## config.mk

```make
export PLATFORM = sky130hd
export DESIGN_NAME = i2c_mstall_ctrl
export DESIGN_NICKNAME = d
export VERILOG_FILES = /design/src/rtl/i2c_mstall_pkg.sv /design/src/rtl/i2c_mstall_decide.sv /design/src/rtl/i2c_mstall_speed.sv /design/src/rtl/i2c_mstall_ctrl.sv
export SDC_FILE = /design/constraint.sdc
export NUM_CORES = 1
export LEC_CHECK = 0
export BUFFER_PORTS_ARGS = -buffer_cell sky130_fd_sc_hd__buf_4
export CORE_AREA = 2 2 39 41
export DETAILED_ROUTE_END_ITERATION = 8
export DIE_AREA = 0 0 41 43
export PLACE_DENSITY = 0.46
export SYNTH_ARGS = -nofsm -noshare
export SYNTH_HDL_FRONTEND = slang
export SYNTH_SLANG_ARGS = --single-unit
export TNS_END_PERCENT = 30
```

## constraint.sdc

```tcl
create_clock -name clk_i -period 1.18 [get_ports clk_i]
set_clock_uncertainty 0.2 [all_clocks]
set_input_delay 0.177 -clock clk_i [delete_from_list [all_inputs] [get_ports clk_i]]
set_output_delay 0.177 -clock clk_i [all_outputs]
set_load 0.02 [all_outputs]
```

## src/rtl/i2c_mstall_pkg.sv

```systemverilog
package i2c_mstall_pkg;

    typedef enum logic [1:0] {
        DEC_GO   = 2'd0,
        DEC_HOLD = 2'd1,
        DEC_STOP = 2'd2
    } byte_dec_e;

    typedef struct packed {
        logic busy;
        logic stall;
        logic stop;
    } ctrl_state_t;

    typedef struct packed {
        logic armed;
        logic sel;
    } speed_state_t;

    localparam ctrl_state_t  CTRL_RESET  = '0;
    localparam speed_state_t SPEED_RESET = '0;

endpackage

```

## src/rtl/i2c_mstall_decide.sv

```systemverilog
module i2c_mstall_decide
    import i2c_mstall_pkg::*;
(
    input  logic      active_i,
    input  logic      tx_empty_i,
    input  logic      auto_stop_i,
    input  logic      receiving_i,
    input  logic      rx_discard_i,
    input  logic      rx_full_i,
    output byte_dec_e dec_o
);
    logic tx_hold;
    logic rx_hold;

    always_comb begin
        tx_hold = tx_empty_i && !auto_stop_i;
        rx_hold = receiving_i && !rx_discard_i && rx_full_i;
        dec_o   = DEC_GO;
        if (active_i) begin
            if (tx_hold || rx_hold) begin
                dec_o = DEC_HOLD;
            end else if (tx_empty_i) begin
                dec_o = DEC_STOP;
            end
        end else if (tx_empty_i) begin
            dec_o = DEC_STOP;
        end
    end
endmodule

```

## src/rtl/i2c_mstall_speed.sv

```systemverilog
module i2c_mstall_speed
    import i2c_mstall_pkg::*;
(
    input  logic clk_i,
    input  logic rst_ni,
    input  logic busy_i,
    input  logic start_i,
    input  logic stop_done_i,
    input  logic hs_code_i,
    output logic hs_sel_o
);
    speed_state_t sp_d, sp_q;

    always_comb begin
        sp_d = sp_q;
        if (stop_done_i) begin
            sp_d = SPEED_RESET;
        end else begin
            if (start_i && sp_q.armed) begin
                sp_d.sel   = 1'b1;
                sp_d.armed = 1'b0;
            end else if (hs_code_i && busy_i) begin
                sp_d.armed = 1'b1;
            end
        end
    end

    always_ff @(posedge clk_i) begin
        if (!rst_ni) begin
            sp_q <= SPEED_RESET;
        end else begin
            sp_q <= sp_d;
        end
    end

    assign hs_sel_o = sp_q.sel;
endmodule

```

## src/rtl/i2c_mstall_ctrl.sv

```systemverilog
module i2c_mstall_ctrl
    import i2c_mstall_pkg::*;
(
    input  logic clk_i,
    input  logic rst_ni,
    input  logic enable_i,
    input  logic mode_dis_i,
    input  logic byte_bound_i,
    input  logic start_i,
    input  logic stop_done_i,
    input  logic hs_code_i,
    input  logic tx_empty_i,
    input  logic rx_full_i,
    input  logic receiving_i,
    input  logic rx_discard_i,
    input  logic auto_stop_i,
    output logic busy_o,
    output logic stall_o,
    output logic stop_req_o,
    output logic hs_sel_o
);
    ctrl_state_t st_d, st_q;
    byte_dec_e   dec;
    logic        active;
    logic        eval_en;

    assign active = enable_i && !mode_dis_i;

    i2c_mstall_decide u_decide (
        .active_i     (active),
        .tx_empty_i   (tx_empty_i),
        .auto_stop_i  (auto_stop_i),
        .receiving_i  (receiving_i),
        .rx_discard_i (rx_discard_i),
        .rx_full_i    (rx_full_i),
        .dec_o        (dec)
    );

    always_comb begin
        st_d    = st_q;
        // a held bus is re-judged every cycle, otherwise only at byte edges
        eval_en = st_q.busy && !st_q.stop && (byte_bound_i || st_q.stall);
        st_d.stall = eval_en && (dec == DEC_HOLD);
        st_d.stop  = st_q.stop || (eval_en && (dec == DEC_STOP));
        if (stop_done_i) begin
            st_d = CTRL_RESET;
        end
        if (start_i) begin
            st_d.busy = 1'b1;
        end
    end

    always_ff @(posedge clk_i) begin
        if (!rst_ni) begin
            st_q <= CTRL_RESET;
        end else begin
            st_q <= st_d;
        end
    end

    i2c_mstall_speed u_speed (
        .clk_i       (clk_i),
        .rst_ni      (rst_ni),
        .busy_i      (st_q.busy),
        .start_i     (start_i),
        .stop_done_i (stop_done_i),
        .hs_code_i   (hs_code_i),
        .hs_sel_o    (hs_sel_o)
    );

    assign busy_o     = st_q.busy;
    assign stall_o    = st_q.stall;
    assign stop_req_o = st_q.stop;
endmodule

```

### Yosys cells after proc, flatten, opt, wreduce, memory -nomap -nowiden

Cells that the tools add are included.

| operators by class | value |
|---|---|
| mux-type cells | 5 |
| reduce and logical (&&, ||, !) cells | 20 |
| equality and inequality tests | 2 |
| bitwise operators | 1 |

Operators by type and width:

| cell | number |
|---|---|
| 1-bit logical AND | 10 |
| 2-bit 2-to-1 mux | 3 |
| 1-bit zero test | 4 |
| 1-bit logical OR | 3 |
| 3-bit 2-to-1 mux | 1 |
| 3-bit OR reduction | 1 |
| 2-bit by 1-bit == test with 1-bit output (second input constant) | 1 |
| 2-bit == test (second input constant) | 1 |
| 2-bit nonzero test | 1 |
| 2-bit OR reduction | 1 |
| 1-bit 2-to-1 mux | 1 |
| 1-bit inverter | 1 |

| word-level totals | value |
|---|---|
| flip-flop bits (word level) | 5 |
| output and inout bits | 4 |

### Depth between registers and ports, before layout

Gate-level depths: netlist (run 1).

| depth | value |
|---|---|
| word-level depth | 11 |
| depth in mapped cells | 3 |
| gate-level depth less buffers | 3 |

### Cells and area by module

Synthesis (run 1) repeated with hierarchy kept, for this count alone.

| second synthesis, totals | value |
|---|---|
| cells, all modules | 24 |
| area, all modules | 237.7 sq um |

Modules (own cells, without submodules):

| module | area an instance (sq um) | times used | sequential area each (sq um) | cells each |
|---|---|---|---|---|
| i2c_mstall_ctrl | 133.9 | 1 | 60.1 | 11 |
| i2c_mstall_speed | 73.8 | 1 | 40.0 | 8 |
| i2c_mstall_decide | 30.0 | 1 | 0.0 | 5 |

### Worst setup path after synthesis (run 1)

No wires, ideal clock.

| path | value |
|---|---|
| kind | register to register |
| start point | reg st_q (netlist bit busy_o) |
| end point | reg st_q (netlist bit stop_req_o) |
| buffers on the path | 0 |
| slack | -117 ps |
| library setup time | 86 ps |
| data arrival time | 1011 ps |
| period minus slack after synthesis | 1297 ps |
| data required time | 894 ps |
| cell stages (with the launch flop) | 4 |
| cells stage by stage | dfxtp_1 o21ai_1 or2_1 a221oi_2 |

| on the way | value |
|---|---|
| cells in the longest elaborated chain, start to end | 4 |

RTL lines:

| item | RTL line | RTL |
|---|---|---|
| start: declaration | i2c_mstall_ctrl.sv:22 | `ctrl_state_t st_d, st_q;` |
| start signal: assignment | i2c_mstall_ctrl.sv:57 | `st_q <= st_d;` |
| 1-bit logical AND (2 in a row) | i2c_mstall_ctrl.sv:42 | `eval_en = st_q.busy && !st_q.stop && (byte_bound_i \|\| st_q.stall);` |
| 1-bit logical AND | i2c_mstall_ctrl.sv:44 | `st_d.stop = st_q.stop \|\| (eval_en && (dec == DEC_STOP));` |
| 1-bit logical OR | i2c_mstall_ctrl.sv:44 |  |

No other way between the ends.
A chain may end at the register's enable or synchronous reset.

### Worst setup path in the final report (run 1)

Ends and elaborated chain as after synthesis.

==> impl_results.md, run 1 <==
- Status: finished clean
- Avg Vias per Cell: 3.902
- CORE AREA: 0.001384 mm²
- CP bufs+invs: 0
- Layout Nets: 59
- Vias in the first global route: 227
- Worst slew pin tran: 238.4 ps
- Initial antenna violation count: 0
- GR peak layer: met2
- Htree depth: 1
- Initial DRC count: 0
- Combinational fraction of design power: 15.9%
- Slew margin rel.: 84.07%
- Unrepaired setup endpoints after global routing: yes
- Routability cong.: 0.6328
- Initial core utilization: 16.00%
- Setup Fix Bufs, Post-CTS: 0
- Max Clock Freq: 873.8 MHz
- Core Util, Final: 30.38%
- Crit path arrival time: 1100 ps
- Max stage delay on crit path: 350 ps
- Met2 Use GR: 9.688%
- Chip width: 41 µm
- Crit Path Category: reg2reg
- Grt ovf: 0
- Crit share post-route: 96.98%
- Post-layout min period: 1144 ps
- # diodes: 0
- Critical Path Start Type: flip-flop
- GRT Util Overall: 8.040%
- Reg clk slew, reported paths: 40 ps
- Post-synth cell types: 16
- Clock power share: 44.7%
- Slack of the worst reg-to-reg path: 40 ps
- Mapped Avg Cell Area: 9.629 µm²
- DPL Wire Length: 448.6 µm
- Power Density: 1050 mW/mm²
- Post-Syn Nets: 36
- Clock Tree Root: clkbuf_4
- Wire length per cell: 8.820 µm
- Switching power: 0.00009679 W
- Sw Ratio: 21.93%
- CTS buffer count: 3
- Max-cap violations: 0
- Post-synthesis sequential area ratio: 45.20%
- YS warnings: 0
- PortBufs: 16
- Reg power frac: 39.4%
- Mapped cell area: 221.5 µm²
- Commonest non-fill, non-tap cell in the layout: buf_4
- Final setup TNS: 0 ps
- Max FO, Critical Path: 4
- WP data required: 1130 ps
- Vias: 238
- Latest clock arrival within the worst-skew pair: 240 ps
- Gate Count Post-Synth: 23
- Die height: 43 µm
- Final setup fails: 0
- Worst min path class: in2reg
- Min-Delay Startpoint: enable_i
- Slowest CP cell: dfxtp_4
- First-pass GRT wire length: 862 µm
- Crit path from: busy_o
- Max clock buf depth: 2
- Leading cell types in the layout, fill and taps excluded: 16 x buf_4, 3 x clkbuf_4
- Routed WL: 538 µm
- RR Startpoint: busy_o
- Site Rows: 14
- Cell-internal power: 0.0003446 W
- CTS sink count: 5
- Share of cells above drive strength 1: 57.78%
- GR Util met3: 4.712%
- Grt met1 use: 9.032%
- Final Hold Vio Count: 0
- I/O pin count: 17
- Worst path cell trace: o21ai_2 > or2_1 > a221oi_2
- Cell family with most CP delay: flip-flops
- Area growth syn-to-layout: 89.83%
- Clock tree from TritonCTS: built
- #FFs+latches synth: 5
- Drt pass-1 iters: 1
- Largest net degree at the start of global routing: 5
- Slew Limit Fails: 0
- Endpoint class of the critical path: flip-flop
- Peak supply drop: 0.2043 mV
- DRC: 0
- Routed Antenna Nets: 0
- Leak pwr: 0.1856 nW
- Die area: 0.001763 mm²
## final timing paths
kind / depth (start not counted) / end
min: 2 / stall_o
max reg2reg: 3 / stop_req_o
max: 3 / stop_req_o
min reg2reg: 2 / u_speed.hs_sel_o
## registers in the layout, summed over array words and instances (netlist names)
name	cells
busy_o	1
stall_o	1
stop_req_o	1
u_speed.hs_sel_o	1
u_speed.sp_q	1
## worst register-to-register path: stages (launching register included)
cell,delay (ps)
dfxtp_4,350
o21ai_2,50
or2_1,230
a221oi_2,220
## layer usage
metal	wire length, µm	vias up
li1	-	124
met1	241	99
met2	215	15
met3	80	0
met4	0	0
met5	0	-
## metrics by stage
step                      total power, W  setup WS, ps  instance area, µm²  cells  hold WS (ps)
after global placement         0.0002428         27.24               369.1     55         228.1
after CTS                      0.0004579        0.1640               415.4     61         6.275
after floorplan                0.0002003         3.853               229.0     23         93.77
final                          0.0004413         35.61               420.4     61         14.19
after global routing           0.0004852        -5.117               420.4     61        0.1353
after detailed placement       0.0002419         12.19               369.1     55         216.1
## power by group through the flow
stage          registers (W)  logic (W)  clock network [W]
3_5_place_dp        0.000177  0.0000651                  0
4_1_cts             0.000173  0.0000705           0.000214
5_1_grt             0.000174  0.0000773           0.000234
3_3_place_gp        0.000177  0.0000662                  0
2_1_floorplan       0.000180  0.0000202                  0
6_report            0.000174  0.0000701           0.000197
## cells in the mapped netlist
cell | number | area share, %
and4b_1 | 1 | 4.5
nor2_1 | 2 | 3.4
nor2b_1 | 1 | 2.8
dfxtp_1 | 5 | 45
nand2_1 | 2 | 3.4
inv_1 | 2 | 3.4
mux2_2 | 1 | 5.1
o22ai_1 | 1 | 2.8
a21oi_1 | 1 | 2.3
o21ai_1 | 1 | 2.3
nor3b_1 | 1 | 3.4
or2_1 | 1 | 2.8
nand2b_4 | 1 | 6.2
a221oi_2 | 1 | 6.8
o21a_1 | 1 | 3.4
nor3_1 | 1 | 2.3
## final cells by class
type                       count  area (µm²)
multi-input combinational     16       117.6
clock buffer                   4       26.28
timing repair buffer          18       140.1
fill                         161       963.4
sequential                     5       108.9
inverter                       2       7.507
tap                           16       20.02
## cell families after synthesis
| logic type | after synthesis | share of synthesized area, % |
|---|---|---|
| simple gates | 10 | 28.82 |
| compound gates | 5 | 17.51 |
| flops | 5 | 45.20 |
| buf+inv | 2 | 3.391 |
| mux | 1 | 5.084 |
## repair_timing
item / 4_1_cts / 5_1_grt
hold buffers: 2 / 0
setup endpoints to repair: 0 / 2
resized for setup: 0 / 2
hold endpoints to repair: 2 / 0
Note: power is estimated with default switching activity, not from simulation.
==> run 2, diff against run 1 <==
--- a/config.mk
+++ b/config.mk
@@ -5,12 +5,13 @@
 export SDC_FILE = /design/constraint.sdc
 export NUM_CORES = 1
 export LEC_CHECK = 0
-export BUFFER_PORTS_ARGS = -buffer_cell sky130_fd_sc_hd__buf_4
 export CORE_AREA = 2 2 39 41
 export DETAILED_ROUTE_END_ITERATION = 8
 export DIE_AREA = 0 0 41 43
-export PLACE_DENSITY = 0.46
+export DONT_BUFFER_PORTS = 1
+export PLACE_DENSITY = 0.35
 export SYNTH_ARGS = -nofsm -noshare
 export SYNTH_HDL_FRONTEND = slang
+export SYNTH_HIERARCHICAL = 1
 export SYNTH_SLANG_ARGS = --single-unit
 export TNS_END_PERCENT = 30
==> run 2 against run 1 <==
  * The run now ends with hold timing left
  * Clock power fell by 4%
  * Via count fell by 6.7%
  * Power fell by 7.2%
  * Utilization fell by 5.6 points
  * Sequential cell count did not move
  * Combinational power fell by 38%
  * Global-route usage fell by 0.60 points
  * Sequential share of layout area rose by 3.7 points
  * Largest cell class is now multi-input combinational cells
==> impl_results.md, run 2 <==
- Layout Nets: 48 (was 59)
- Inst Count DP: 42 (was 55)
- RR Startpoint: busy_o (unchanged)
- Chip width: 41 µm (unchanged)
- Die area: 0.001763 mm² (unchanged)
- Combinational fraction of design power: 10.5% (was 15.9%)
- GRT Util Overall: 7.437% (was 8.040%)
- Slew margin rel.: 80.34% (was 84.07%)
- Reg2reg path depth: 3 (unchanged)
- Clock power share: 46.3% (was 44.7%)
- Largest net degree at the start of global routing: 4 (was 5)
- Max Clock Freq: 889.9 MHz (was 873.8 MHz)
- Synth top area cells: dfxtp_1 42%, nand2b_1 11%, nand3b_1 6.3% (was dfxtp_1 45%, a221oi_2 6.8%, nand2b_4 6.2%)
- PortBufs: 0 (was 16)
- Routed WL: 530 µm (was 538 µm)
- Critical Path Start Type: flip-flop (unchanged)
- Crit path arrival time: 1060 ps (was 1100 ps)
- Max FO, Critical Path: 2 (was 4)
- YS warnings: 6 (was 0)
- Count of hold-fix buffers inserted at cts: 4 (was 2)
- Mapped cell area: 237.7 µm² (was 221.5 µm²)
- Power Density: 1195 mW/mm² (was 1050 mW/mm²)
- Wire length per cell: 10.60 µm (was 8.820 µm)
- Unrepaired setup endpoints after global routing: yes (unchanged)
- Mapped Avg Cell Area: 9.905 µm² (was 9.629 µm²)
- Post-Syn Nets: 37 (was 36)
- Post-synthesis sequential area ratio: 42.11% (was 45.20%)
- Post-synth ARST share: 0% (unchanged)
- # diodes: 0 (unchanged)
- Grt ovf: 0 (unchanged)
- Routability cong.: 0.6830 (was 0.6328)
- Yosys top cell area share: 42.11% (was 45.20%)
- CTS sink count: 5 (unchanged)
- Initial antenna violation count: 0 (unchanged)
- Initial core utilization: 17.18% (was 16.00%)
- Slew Limit Fails: 0 (unchanged)
- Setup Fix Bufs, Post-CTS: 0 (unchanged)
- Avg Vias per Cell: 4.440 (was 3.902)
- Status: finished with violations (was finished clean)
- Reg power frac: 43.2% (was 39.4%)
- Vias: 222 (was 238)
- Worst slew pin tran: 294.5 ps (was 238.4 ps)
- Peak supply drop: 0.4837 mV (was 0.2043 mV)
- CP bufs+invs: 0 (unchanged)
- Final std cells w/o fill: 50 (was 61)
- Number of flops mapped to enable cells by yosys: 0 (unchanged)
- Max clock buf depth: 2 (unchanged)
- Slowest CP cell: dfxtp_2 (was dfxtp_4)
- Cell-internal power: 0.0003271 W (was 0.0003446 W)
- Final setup fails: 0 (unchanged)
- Post-synth cell types: 14 (was 16)
- CORE AREA: 0.001384 mm² (unchanged)
- Area growth syn-to-layout: 44.21% (was 89.83%)
- Endpoint class of the critical path: flip-flop (unchanged)
- Leak pwr: 0.1268 nW (was 0.1856 nW)
- Power after layout: 0.0004098 W (was 0.0004413 W)
- Crit share post-route: 95.23% (was 96.98%)
- Leading cell types in the layout, fill and taps excluded: 4 x nand2b_1, 4 x dfxtp_1, 3 x clkbuf_4, 3 x dlygate4sd3_1 (was 16 x buf_4, 3 x clkbuf_4)
- Reg-to-reg endpoint: stall_o (was stop_req_o)
- Pre-CTS WS: -108.1 ps (was 12.19 ps)
- Clock tree from TritonCTS: built (unchanged)
- Routed Antenna Nets: 0 (unchanged)
- Crit Path Category: reg2reg (unchanged)
- I/O pin count: 17 (unchanged)
- Crit path from: busy_o (unchanged)
- Post-layout min period: 1124 ps (was 1144 ps)
- Crit path depth: 3 (unchanged)
- Cell family with most CP delay: simple AND/OR/NAND/NOR gates (was flip-flops)
- Worst min path class: in2reg (unchanged)
- Initial DRC count: 3 (was 0)
- Site Rows: 14 (unchanged)
- Clock Tree Root: clkbuf_4 (unchanged)
- Top-count cell post-synth: dfxtp_1 (unchanged)
- Minimum hold slack: -73.66 ps (was 14.19 ps)
- Failing checks: hold timing
- Most frequent cells after synthesis: 5 x dfxtp_1, 4 x nand2b_1, 2 x a21oi_1, 2 x nand3b_1, 2 x o21ai_0 (was 5 x dfxtp_1, 2 x inv_1, 2 x nand2_1, 2 x nor2_1)
- Critical Path End: stall_o (was stop_req_o)
- Reg clk slew, reported paths: 40 ps (about the same)
- Drt pass-1 iters: 2 (was 1)
- Switching power: 0.00008264 W (was 0.00009679 W)
- Prevailing post-synth register cell: dfxtp_1 (unchanged)
- # fillers: 150 (was 161)
- Max stage delay on crit path: 320 ps (was 350 ps)
- #FFs+latches synth: 5 (unchanged)
- Slack of the worst reg-to-reg path: 60 ps (was 40 ps)
- Gate Count Post-Synth: 24 (was 23)
- CTS buffer count: 3 (unchanged)
- WP data required: 1120 ps (was 1130 ps)
- Max-cap violations: 0 (unchanged)
- Vias in the first global route: 226 (was 227)
- Htree depth: 1 (unchanged)
- Top cell type by total area after synthesis: dfxtp_1 (unchanged)
- Setup ws final: 56.32 ps (was 35.61 ps)
- DRC: 0 (unchanged)
- First-pass GRT wire length: 869 µm (was 862 µm)
- Share of cells above drive strength 1: 26.47% (was 57.78%)
- Sw Ratio: 20.17% (was 21.93%)
- Final Hold Vio Count: 3 (was 0)
- Latest clock arrival within the worst-skew pair: 230 ps (was 240 ps)
- Die height: 43 µm (unchanged)
- Worst path cell trace: nor2b_4 > o211ai_2 > nor4b_2 (was o21ai_2 > or2_1 > a221oi_2)
run 2: cell count changes after synthesis, moves of 2 or more:
cell / before / now
o21ai_0: 0 / 2
nand2b_1: 0 / 4
inv_1: 2 / 0
nand3b_1: 0 / 2
run 2: kinds of logic after synthesis:
kind of cell       count (synthesis)  share of synthesized area, %
DFF                                5                         42.11
AOI/OAI and AO/OA                  6                         16.84
and+or+nand+nor                   13                         41.05
run 2: how the worst min path moves through the flow:
| stage | startpoint | to | slack, ps | depth (start not counted) |
|---|---|---|---|---|
| floorplan | rst_ni | busy_o | 90 | 1 |
| global placement | rst_ni | busy_o | 100 | 1 |
| detailed placement | rst_ni | busy_o | 110 | 1 |
| CTS | stop_done_i | stall_o | -80 | 3 |
| global route | stop_done_i | stall_o | -60 | 3 |
| finish | stop_done_i | stall_o | -70 | 3 |
run 2: power by group through the flow:
stage               logic (W)  registers, W  clock network, W
global route        0.0000470      0.000177          0.000203
global placement    0.0000285      0.000180                 0
CTS                 0.0000424      0.000177          0.000200
floorplan           0.0000201      0.000183                 0
detailed placement  0.0000296      0.000180                 0
finish              0.0000432      0.000177          0.000190
run 2: final cells by class:
class | count | area (µm²) | share of cell area, %
multi-input cells | 19 | 137.6 | 40.15
flip-flops and latches | 5 | 101.3 | 29.56
repair buffers | 6 | 57.56 | 16.79
clock buffers | 4 | 26.28 | 7.664
well taps | 16 | 20.02 | 5.839
run 2: repair_timing:
action | CTS | global route
gates resized for setup | 0 | 1
setup endpoints to repair | 0 | 1
endpoints found under the hold margin | 5 | 3
run 2: worst reg2reg max path: cells and delay by family (launching register included):
kind	cells	cell delay, ps
AO/OA/AOI/OAI	1	90
AND/OR/NAND/NOR	2	430
flip-flops	1	320
run 2: layer usage:
layer / global-route usage [%] / vias up / routed length (µm)
met5: 0 / - / 0
li1: - / 107 / -
met2: 12.50 / 12 / 299
met4: 4.000 / 0 / 0
met1: 6.129 / 103 / 174
met3: 4.712 / 0 / 56
run 2: metrics by stage:
stage / TNS (ps) / util [%] / instance area [µm²]
5_1_grt: -16.23 / 24.77 / 342.8
2_1_floorplan: 0 / - / 239.0
3_3_place_gp: -13.31 / 19.80 / 274.0
3_5_place_dp: -115.5 / 19.80 / 274.0
6_report: 0 / 24.77 / 342.8
4_1_cts: 0 / 24.59 / 340.3
==> run 3, diff against run 2 <==
--- a/config.mk
+++ b/config.mk
@@ -5,11 +5,11 @@
 export SDC_FILE = /design/constraint.sdc
 export NUM_CORES = 1
 export LEC_CHECK = 0
+export BUFFER_PORTS_ARGS = -buffer_cell sky130_fd_sc_hd__buf_4
 export CORE_AREA = 2 2 39 41
 export DETAILED_ROUTE_END_ITERATION = 8
 export DIE_AREA = 0 0 41 43
-export DONT_BUFFER_PORTS = 1
-export PLACE_DENSITY = 0.35
+export PLACE_DENSITY = 0.47
 export SYNTH_ARGS = -nofsm -noshare
 export SYNTH_HDL_FRONTEND = slang
 export SYNTH_HIERARCHICAL = 1
==> run 3 against run 2 <==
  * The flow now finishes without violations
  * Maximum frequency shrank 0.67%
  * Highest routed layer is now met4
  * Die area is the same
  * Clock-buffer cell count is the same
  * Worst setup slack lost 7.6 ps
  * Non-clock buffer count grew 12
  * First-iteration DRC count shrank 100%
  * Largest cell class is now non-clock buffers
  * Worst hold slack gained 83 ps
==> impl_results.md, run 3 (same netlist as run 2, synthesis figures left out) <==
- Htree depth: 1 (unchanged)
- Largest net degree at the start of global routing: 5 (was 4)
- Site Rows: 14 (unchanged)
- Met2 WL post-DR: 196 µm (was 299 µm)
- Share of cells above drive strength 1: 52.17% (was 26.47%)
- Routability cong.: 0.6072 (was 0.6830)
- Cell-internal power: 0.0003477 W (was 0.0003271 W)
- Crit share post-route: 95.87% (was 95.23%)
- Clock tree from TritonCTS: built (unchanged)
- Sw Ratio: 20.12% (was 20.17%)
- Crit Path Category: in2reg (was reg2reg)
- DPL Wire Length: 467.4 µm
- Peak supply drop: 0.2943 mV (was 0.4837 mV)
- # fillers: 163 (was 150)
- Commonest non-fill, non-tap cell in the layout: buf_4
- Met1 Wirelength: 243 µm (was 174 µm)
- CTS sink count: 5 (unchanged)
- Met3 WL: 90 µm (was 56 µm)
- Max-cap violations: 0 (unchanged)
- Endpoint class of the critical path: flip-flop (unchanged)
- WP data required: 1140 ps (was 1120 ps)
- Worst slew pin tran: 192.1 ps (was 294.5 ps)
- Initial core utilization: 17.18% (unchanged)
- PortBufs: 16 (was 0)
- Core Util, Final: 30.83% (was 24.77%)
- GRT Util Overall: 7.623% (was 7.437%)
- Max clock buf depth: 2 (unchanged)
- Drt pass-1 iters: 1 (was 2)
- Leak pwr: 0.1800 nW (was 0.1268 nW)
- Crit path arrival time: 1100 ps (was 1060 ps)
- Critical Path Start Type: primary input (was flip-flop)
- Die height: 43 µm (unchanged)
- Slew Limit Fails: 0 (unchanged)
- Reg power frac: 40.7% (was 43.2%)
- Max Clock Freq: 883.9 MHz (was 889.9 MHz)
- CORE AREA: 0.001384 mm² (unchanged)
- Routed Antenna Nets: 0 (unchanged)
- Status: finished clean (was finished with violations)
- Leading cell types in the layout, fill and taps excluded: 16 x buf_4, 4 x nand2b_1, 3 x clkbuf_4, 3 x dfxtp_1 (was 4 x nand2b_1, 4 x dfxtp_1, 3 x clkbuf_4, 3 x dlygate4sd3_1)
- Vias: 253 (was 222)
- Area growth syn-to-layout: 79.47% (was 44.21%)
- Slew margin rel.: 87.16% (was 80.34%)
- Switching power: 0.00008757 W (was 0.00008264 W)
- First-pass GRT wire length: 834 µm (was 869 µm)
- Routed WL: 537 µm (was 530 µm)
- Latest clock arrival within the worst-skew pair: 230 ps (about the same)
- Wire length per cell: 8.661 µm (was 10.60 µm)
- Avg Vias per Cell: 4.081 (was 4.440)
- Worst min path class: in2reg (unchanged)
- Initial antenna violation count: 0 (unchanged)
- Unrepaired setup endpoints after global routing: no (was yes)
- Chip width: 41 µm (unchanged)
- # diodes: 0 (unchanged)
- Clock power share: 43.2% (was 46.3%)
- Die area: 0.001763 mm² (unchanged)
- Max FO, Critical Path: 3 (was 2)
- Power Density: 1020 mW/mm² (was 1195 mW/mm²)
- I/O pin count: 17 (unchanged)
- Initial DRC count: 0 (was 3)
- DRC: 0 (unchanged)
- Highest routed layer: met4 (was met3)
- Vias in the first global route: 237 (was 226)
- Final Hold Vio Count: 0 (was 3)
- Clock Tree Root: clkbuf_4 (unchanged)
- Combinational fraction of design power: 16.1% (was 10.5%)
- Post-layout min period: 1131 ps (was 1124 ps)
- Grt ovf: 0 (unchanged)
- Layout Nets: 60 (was 48)
- CTS buffer count: 3 (unchanged)
- Final setup TNS: 0 ps (unchanged)
- Reg clk slew, reported paths: 40 ps (about the same)
- Final setup fails: 0 (unchanged)
==> run 3: final timing paths <==
check	from	to	slack, ps	depth (start not counted)
max reg2reg	busy_o	stall_o	120	3
min reg2reg	stop_req_o	stall_o	230	1
min	rst_ni	stop_req_o	9	3
max	start_i	u_speed/sp_q[1]	50	4
==> run 3: cell type report <==
cell class / instances / area (µm²) / share of cell area [%]
Clock buffer: 4 / 26.28 / 6.158
Timing Repair Buffer: 18 / 140.1 / 32.84
Multi-Input combinational cell: 19 / 137.6 / 32.26
Sequential cell: 5 / 102.6 / 24.05
Tap cell: 16 / 20.02 / 4.692
==> run 3: timing repair <==
action / in CTS / in global routing
hold buffers: 2 / 0
endpoints found under the hold margin: 2 / 0
buffers inserted: 0 / 0
setup endpoints to repair: 0 / 1
gates resized for setup: 0 / 1
==> run 3: layer usage <==
metal	vias to the layer above	GRT usage [%]
li1	133	-
met5	-	0
met3	2	5.759
met2	17	9.063
met4	0	8.000
met1	101	7.692
==> run 3: per-stage QoR <==
step / cells / area [µm²] / hold WS (ps) / power (W) / setup slack [ps]
finish: 62 / 426.7 / 8.969 / 0.0004353 / 48.71
global route: 62 / 426.7 / 18.94 / 0.0004701 / 21.66
CTS: 62 / 425.4 / 5.250 / 0.0004491 / 29.92
detailed placement: 56 / 379.1 / 216.8 / 0.0002461 / -186.8
global placement: 56 / 379.1 / 214.9 / 0.0002458 / -169.4
floorplan: 24 / 239.0 / 94.45 / 0.0002031 / 5.545
==> run 3: critical path, stage by stage <==
cell	delay (ps)
dlygate4sd3_1	540
buf_4	140
nand2b_1	130
a21oi_1	110
==> run 3: power by group through the flow <==
| stage | logic (W) | registers [W] | clock network (W) |
|---|---|---|---|
| after floorplan | 0.0000201 | 0.000183 | 0 |
| after global placement | 0.0000656 | 0.000180 | 0 |
| after detailed placement | 0.0000660 | 0.000180 | 0 |
| after CTS | 0.0000714 | 0.000177 | 0.000201 |
| after global routing | 0.0000764 | 0.000177 | 0.000216 |
| final | 0.0000701 | 0.000177 | 0.000188 |
